==> config.mk <==
export PLATFORM = sky130hd
export DESIGN_NAME = errsec_monitor
export DESIGN_NICKNAME = d
export VERILOG_FILES = /design/src/rtl/errsec_pkg.sv /design/src/rtl/errsec_sec_timer.sv /design/src/rtl/errsec_defect_gate.sv /design/src/rtl/errsec_accum.sv /design/src/rtl/errsec_monitor.sv
export SDC_FILE = /design/constraint.sdc
export NUM_CORES = 1
export LEC_CHECK = 0
export ABC_AREA = 0
export BUFFER_PORTS_ARGS = -buffer_cell sky130_fd_sc_hd__buf_4
export CAP_MARGIN = 20
export CORE_MARGIN = 2
export CORE_UTILIZATION = 45
export CTS_BUF_LIST = sky130_fd_sc_hd__clkbuf_16
export DETAILED_ROUTE_END_ITERATION = 8
export PLACE_DENSITY = 0.72
export SLEW_MARGIN = 20
export SYNTH_ARGS = -nofsm -noshare
export SYNTH_HDL_FRONTEND = slang
export SYNTH_SLANG_ARGS = --single-unit
==> constraint.sdc <==
create_clock -name rx_clk -period 4.6 [get_ports rx_clk]
set_input_delay 0 -clock rx_clk [delete_from_list [all_inputs] [get_ports rx_clk]]
set_output_delay 0 -clock rx_clk [all_outputs]
set_load 0.05 [all_outputs]
==> src/rtl/errsec_pkg.sv <==
package errsec_pkg;

    // Number of defect sources watched by the monitor.
    localparam int NUM_DEFECTS = 8;

    // Bit positions shared by the defect and enable words.
    localparam int DEF_FRAME_LOSS  = 0;
    localparam int DEF_FRAMING_ERR = 1;
    localparam int DEF_CRC_ERR     = 2;
    localparam int DEF_ALARM_IND   = 3;
    localparam int DEF_SIGNAL_LOSS = 4;
    localparam int DEF_CODE_VIOL   = 5;
    localparam int DEF_SLIP        = 6;
    localparam int DEF_EBIT_ERR    = 7;

    // Registered event outputs of the top level.
    typedef struct packed {
        logic tick;
        logic err_sec;
    } event_regs_t;

    // Accumulator state: any enabled defect seen in the running window.
    typedef struct packed {
        logic seen;
    } accum_regs_t;

endpackage

==> src/rtl/errsec_sec_timer.sv <==
module errsec_sec_timer #(
    parameter int unsigned TICKS_PER_SEC = 2048000
) (
    input  logic rx_clk,
    input  logic rx_rst_n,
    output logic expire_o
);
    localparam int                CNT_W = (TICKS_PER_SEC > 2) ? $clog2(TICKS_PER_SEC) : 1;
    localparam logic [CNT_W-1:0]  TERM  = CNT_W'(TICKS_PER_SEC - 1);

    typedef struct packed {
        logic [CNT_W-1:0] cnt;
    } timer_regs_t;

    timer_regs_t state_d;
    timer_regs_t state_q;

    logic at_term;

    // Terminal cycle: last position of the current window.
    assign at_term = (state_q.cnt == TERM);

    always_comb begin
        state_d = state_q;
        if (at_term) begin
            state_d.cnt = '0;
        end else begin
            state_d.cnt = state_q.cnt + CNT_W'(1);
        end
    end

    always_ff @(posedge rx_clk or negedge rx_rst_n) begin
        if (!rx_rst_n) begin
            state_q <= '0;
        end else begin
            state_q <= state_d;
        end
    end

    assign expire_o = at_term;

endmodule

==> src/rtl/errsec_defect_gate.sv <==
module errsec_defect_gate #(
    parameter int N = errsec_pkg::NUM_DEFECTS
) (
    input  logic [N-1:0] defect_i,
    input  logic [N-1:0] defect_en_i,
    output logic         hit_o
);
    logic [N-1:0] gated;

    // One gate per source; a disabled source is forced quiet.
    for (genvar k = 0; k < N; k++) begin : g_src
        assign gated[k] = defect_i[k] & defect_en_i[k];
    end

    assign hit_o = |gated;

endmodule

==> src/rtl/errsec_accum.sv <==
module errsec_accum (
    input  logic rx_clk,
    input  logic rx_rst_n,
    input  logic hit_i,
    input  logic expire_i,
    output logic seen_o
);
    import errsec_pkg::*;

    accum_regs_t state_d;
    accum_regs_t state_q;

    always_comb begin
        state_d = state_q;
        if (expire_i) begin
            // Window closes: restart the record; this cycle's hit opens the next one.
            state_d.seen = hit_i;
        end else begin
            state_d.seen = state_q.seen | hit_i;
        end
    end

    always_ff @(posedge rx_clk or negedge rx_rst_n) begin
        if (!rx_rst_n) begin
            state_q <= '0;
        end else begin
            state_q <= state_d;
        end
    end

    // Record of the window so far, excluding the current cycle.
    assign seen_o = state_q.seen;

endmodule

==> src/rtl/errsec_monitor.sv <==
module errsec_monitor #(
    parameter int unsigned TICKS_PER_SEC = 2048000
) (
    input  logic       rx_clk,
    input  logic       rx_rst_n,
    input  logic [7:0] defect_i,
    input  logic [7:0] defect_en_i,
    output logic       sec_tick_o,
    output logic       err_sec_o
);
    import errsec_pkg::*;

    logic expire;
    logic hit;
    logic seen;

    event_regs_t out_d;
    event_regs_t out_q;

    errsec_sec_timer #(
        .TICKS_PER_SEC (TICKS_PER_SEC)
    ) i_timer (
        .rx_clk   (rx_clk),
        .rx_rst_n (rx_rst_n),
        .expire_o (expire)
    );

    errsec_defect_gate #(
        .N (NUM_DEFECTS)
    ) i_gate (
        .defect_i    (defect_i),
        .defect_en_i (defect_en_i),
        .hit_o       (hit)
    );

    errsec_accum i_accum (
        .rx_clk   (rx_clk),
        .rx_rst_n (rx_rst_n),
        .hit_i    (hit),
        .expire_i (expire),
        .seen_o   (seen)
    );

    always_comb begin
        out_d         = '0;
        out_d.tick    = expire;
        out_d.err_sec = expire & seen;
    end

    always_ff @(posedge rx_clk or negedge rx_rst_n) begin
        if (!rx_rst_n) begin
            out_q <= '0;
        end else begin
            out_q <= out_d;
        end
    end

    assign sec_tick_o = out_q.tick;
    assign err_sec_o  = out_q.err_sec;

endmodule

Word-level counts from Yosys, hierarchy flattened
Index checks and enable logic that the tools add are counted.
{ "word_totals": {"register_bits": 24, "inputBits": 18, "output_inout_bits": 2, "elab_cells": 19} }
{ "op_classes": {"n_addsub": 1, "eq_ne": 1, "mux": 2, "bitwise": 10, "reduce_logical": 1} }
{ "ops": {"columns": ["op", "count"], "rows": [
  ["adder 21 x 1 -> 21 bit, second input constant", 1],
  ["equality test 21 bit, second input constant", 1],
  ["2-to-1 mux 21 bit", 1],
  ["AND 1 bit", 9],
  ["OR reduction 8 bit", 1],
  ["2-to-1 mux 1 bit", 1],
  ["bitwise OR 1 bit", 1]
]} }

Longest topological paths before layout
{ "depth": {"word_depth": 4, "ltp_mapped": 6} }

Modules after synthesis
From an unflattened synthesis, not the netlist that was laid out.
{ "hier_totals": {"hier_cells": 110, "area_unflattened_um2": 1197.4} }
{ "modules_own_cells": {"columns": ["module", "instances", "cells_per_inst", "area_per_inst_um2"], "rows": [
  ["errsec_sec_timer", 1, 99, 1068.5],
  ["errsec_monitor", 1, 3, 56.3],
  ["errsec_accum", 1, 3, 36.3],
  ["errsec_defect_gate", 1, 5, 36.3]
]} }

Worst setup path before layout
No wires, ideal clock.
{ "synth_path": {"path_type": "reg-to-reg", "start": "reg i_timer.state_q[0] (netlist name)", "end": "reg i_timer.state_q[16] (netlist name)", "setup_time_ps": 73, "arrival_time_ps": 1774, "required_time_ps": 4527, "path_slack_ps": 2753, "stages_incl_launch_ff": 7, "path_cell_list": "dfrtp_1 ha_1 nand3_1 or4_1 clkbuf_2 or3_1 a21oi_2"} }
{ "synth_rtl": {"columns": ["element", "line", "text"], "rows": [
  ["start: declaration", "errsec_sec_timer.sv:16", "timer_regs_t state_q;"],
  ["start signal: assignment", "errsec_sec_timer.sv:36", "state_q <= state_d;"]
]} }

Worst setup path after layout
{ "layout_path": {"start": "reg i_timer.state_q[0] (netlist name)", "end": "reg i_accum.state_q (netlist: i_accum.seen_o)"} }
{ "layout_via": {"elab_chain_len": 2} }
{ "layout_lines": {"columns": ["element", "line", "text"], "rows": [
  ["equality test 21 bit", "errsec_sec_timer.sv:21", "assign at_term = (state_q.cnt == TERM);"],
  ["2-to-1 mux 1 bit", "errsec_accum.sv:15", "if (expire_i) begin"],
  ["via i_accum.state_d", "errsec_accum.sv:10", "accum_regs_t state_d;"],
  ["end signal: assignment", "errsec_accum.sv:27", "state_q <= state_d;"],
  ["end: declaration", "errsec_accum.sv:11", "accum_regs_t state_q;"]
]} }
The timed path passes the listed nets, and every way through them passes these cells.

==> run metrics <==
final worst slack 2.13 ns; Global Route Usage Sum 0.193; share of cells above drive strength 1 0.191; gpl congestion 0.716; Max Cap Violations 0; post-synthesis register bit count 24; Nets 156; Mean Syn Cell Area 10.3 um^2; Period Utilization, post-route 0.538; worst min path class primary input to asynchronous set/reset pin; Place WS 2.50 ns; Synth area leaders dfrtp_1 (52%), xor2_1 (5.3%), xnor2_1 (3.8%); Post-CTS Setup Bufs 0; # hold bufs at CTS 4; vias post-DR 898; WL per Instance 13.9 um; grt ovf 0; pwr dens 324 mW/mm^2; RSZ-0062 raised after global routing no; initial antenna violation count 0; TritonCTS clock tree yes; vias in the first global route 915; post-CTS resize count 0; clock-pin slew on the worst setup and hold paths 0.06 ns; count of cell types in the netlist 34; Chip Height 54.7 um; Setup TNS 0 ns; LEAKAGE 0.000643 uW; worst slew pin tran 0.783 ns; CP Data Arrival Time 2.61 ns; Clock Skews 0.00483 ns; Core Rows 18; Slew Viols, Final 0; Buf+Inv Stages, Crit Path 1; first-pass GRT wire length 3970 um; worst vdd ir 0.278 mV; clock sink count 24; # diodes 0; Largest delay share family, worst path simple AND/OR/NAND/NOR gates; Synth Warn # 0; worst skew pair latency 0.26 ns; fin crit period 2.47 ns; normalized max-slew margin 0.474; Area Overhead vs Synth 27.0%; Mapped Nets 131; share of the synthesized area in the top cell type 0.519; Req. time, crit path 4.74 ns; Longest Clk Path Bufs 2; startpoint class of the critical path register; outcome complete, no violations; CP Capture Type register; cell area after synthesis 0.00116 mm^2; Num CTS Buffers 3; clock tree root buffer cell clkbuf_16; Die W 54.7 um; post-synthesis instance total 112; area leader, netlist dfrtp_1; Post-Route WL 2300 um; DRC Markers 0; Routed Antenna Nets 0; initial core utilization 0.471; total power 476 uW; DRT iter0 DRCs 2; H-tree level count 1; Post-DP HPWL 1660 um; Setup violations, final 0; Boundary Pins 20; Highest Clock Rate 404 MHz; largest net degree at the start of global routing 25; Crit-path slowest cell or4_1; Detailed Routing Iterations Pass 1 3; Core ar. 0.00245 mm^2; sequential share of the synthesized area 0.519; Worst Path Class, Setup register to register; CP Cell Sequence ha_1 -> nand3_1 -> or4_1 -> o21ai_0 -> nand4_1 -> dlygate4sd3_1; die area 0.00299 mm^2; Final Util 0.599; crit-path max cell delay 0.66 ns; IO Port Bufs 19; Max FO, Critical Path 8; vias per cell 5.41; Final Hold Fails 0
-- cells in the mapped netlist --
library cell,n
and3_1,1
nor3b_1,1
a22o_1,1
and2_1,2
or3_1,4
clkbuf_2,1
xnor2_1,5
a221oi_1,1
a22oi_1,2
nor2b_1,2
nand4_1,6
nor3_1,6
xor2_1,7
ha_1,1
nor2_1,10
mux2i_1,2
a21oi_2,1
nand3_1,4
o21ai_0,5
o31ai_1,1
o21ai_1,1
and4_1,2
dfrtp_1,24
clkbuf_1,2
nand2b_1,2
a21o_1,1
nand4_4,1
nand2_1,6
inv_1,3
o31a_1,1
or4_1,1
nor2_2,1
a21oi_1,3
a41oi_1,1
-- cell families (layout without fill, tap and decap cells) --
kind of cell / Yosys count / count (layout) / share of synthesized area
multiplexers: 2 / 2 / 0.0173
AND/OR/NAND/NOR: 49 / 49 / 0.239
AO/OA/AOI/OAI: 18 / 18 / 0.103
flip-flops: 24 / 24 / 0.519
XOR/XNOR: 12 / 12 / 0.0908
adder cells (fa/ha/maj): 1 / 1 / 0.0108
buffers and inverters: 6 / 30 / 0.0205
-- metal layers --
metal / vias up / share of wire / global-route usage
met5: - / 0 / 0
li1: 452 / - / -
met1: 421 / 0.42 / 0.213
met2: 23 / 0.54 / 0.357
met4: 0 / 0.0083 / 0.0667
met3: 2 / 0.036 / 0.0437
-- worst paths after layout --
check / cells past startpoint / startpoint / slack (ns) / endpoint
min reg2reg: 1 / i_accum.seen_o / 0.51 / err_sec_o
min in group rx_clk: 1 / i_accum.seen_o / 0.51 / err_sec_o
max reg2reg: 6 / i_timer.state_q[0] / 2.13 / i_accum.seen_o
max in group asynchronous: 2 / rx_rst_n / 4.19 / i_timer.state_q[15]
max: 6 / i_timer.state_q[0] / 2.13 / i_accum.seen_o
min: 2 / rx_rst_n / 0.17 / i_timer.state_q[3]
-- worst reg2reg max path: cells and delay by family (launching register included) --
family                   cells  cell delay (ns)
AO/OA/AOI/OAI                1             0.22
adder cells (fa/ha/maj)      1             0.20
buffers and inverters        1             0.57
flip-flops                   1             0.40
AND/OR/NAND/NOR              3             0.96
-- layout make-up --
cell class | instances | area, um^2
clock inverter | 1 | 30.0
timing repair buffer | 23 | 183
sequential | 24 | 601
clock buffer | 3 | 75.1
multi-input combinational | 82 | 533
fill | 209 | 985
inverter | 3 | 11.3
tap | 30 | 37.5
-- where the power goes --
group / internal, uW / switching, uW / total (uW)
sequential: 211 / 0 / 211
clock: 173 / 72.5 / 245
combinational: 12.5 / 7.37 / 19.9
-- state kept, by name, indices dropped and copies added, names as in the netlist --
name	flops
i_timer.state_q	21
err_sec_o	1
i_accum.seen_o	1
sec_tick_o	1
-- per-stage QoR --
step	hold WS, ns	std cells	area (um^2)
floorplan	-0.296	112	1160
global placement	-0.0902	158	1330
detailed placement	-0.0834	158	1330
CTS	0.179	166	1470
global route	0.213	166	1470
finish	0.174	166	1470
-- cell usage in the layout, fill, tap and decap left out, drive strengths merged, types with 4 or more instances in the layout --
master       count
nor2            11
xnor2            5
buf             19
nand2            6
nand3            4
dfrtp           24
xor2             7
nor3             6
or3              4
a21oi            4
dlygate4sd3      4
o21ai            6
nand4            7
No activity file was read; power rests on OpenSTA's default activity.
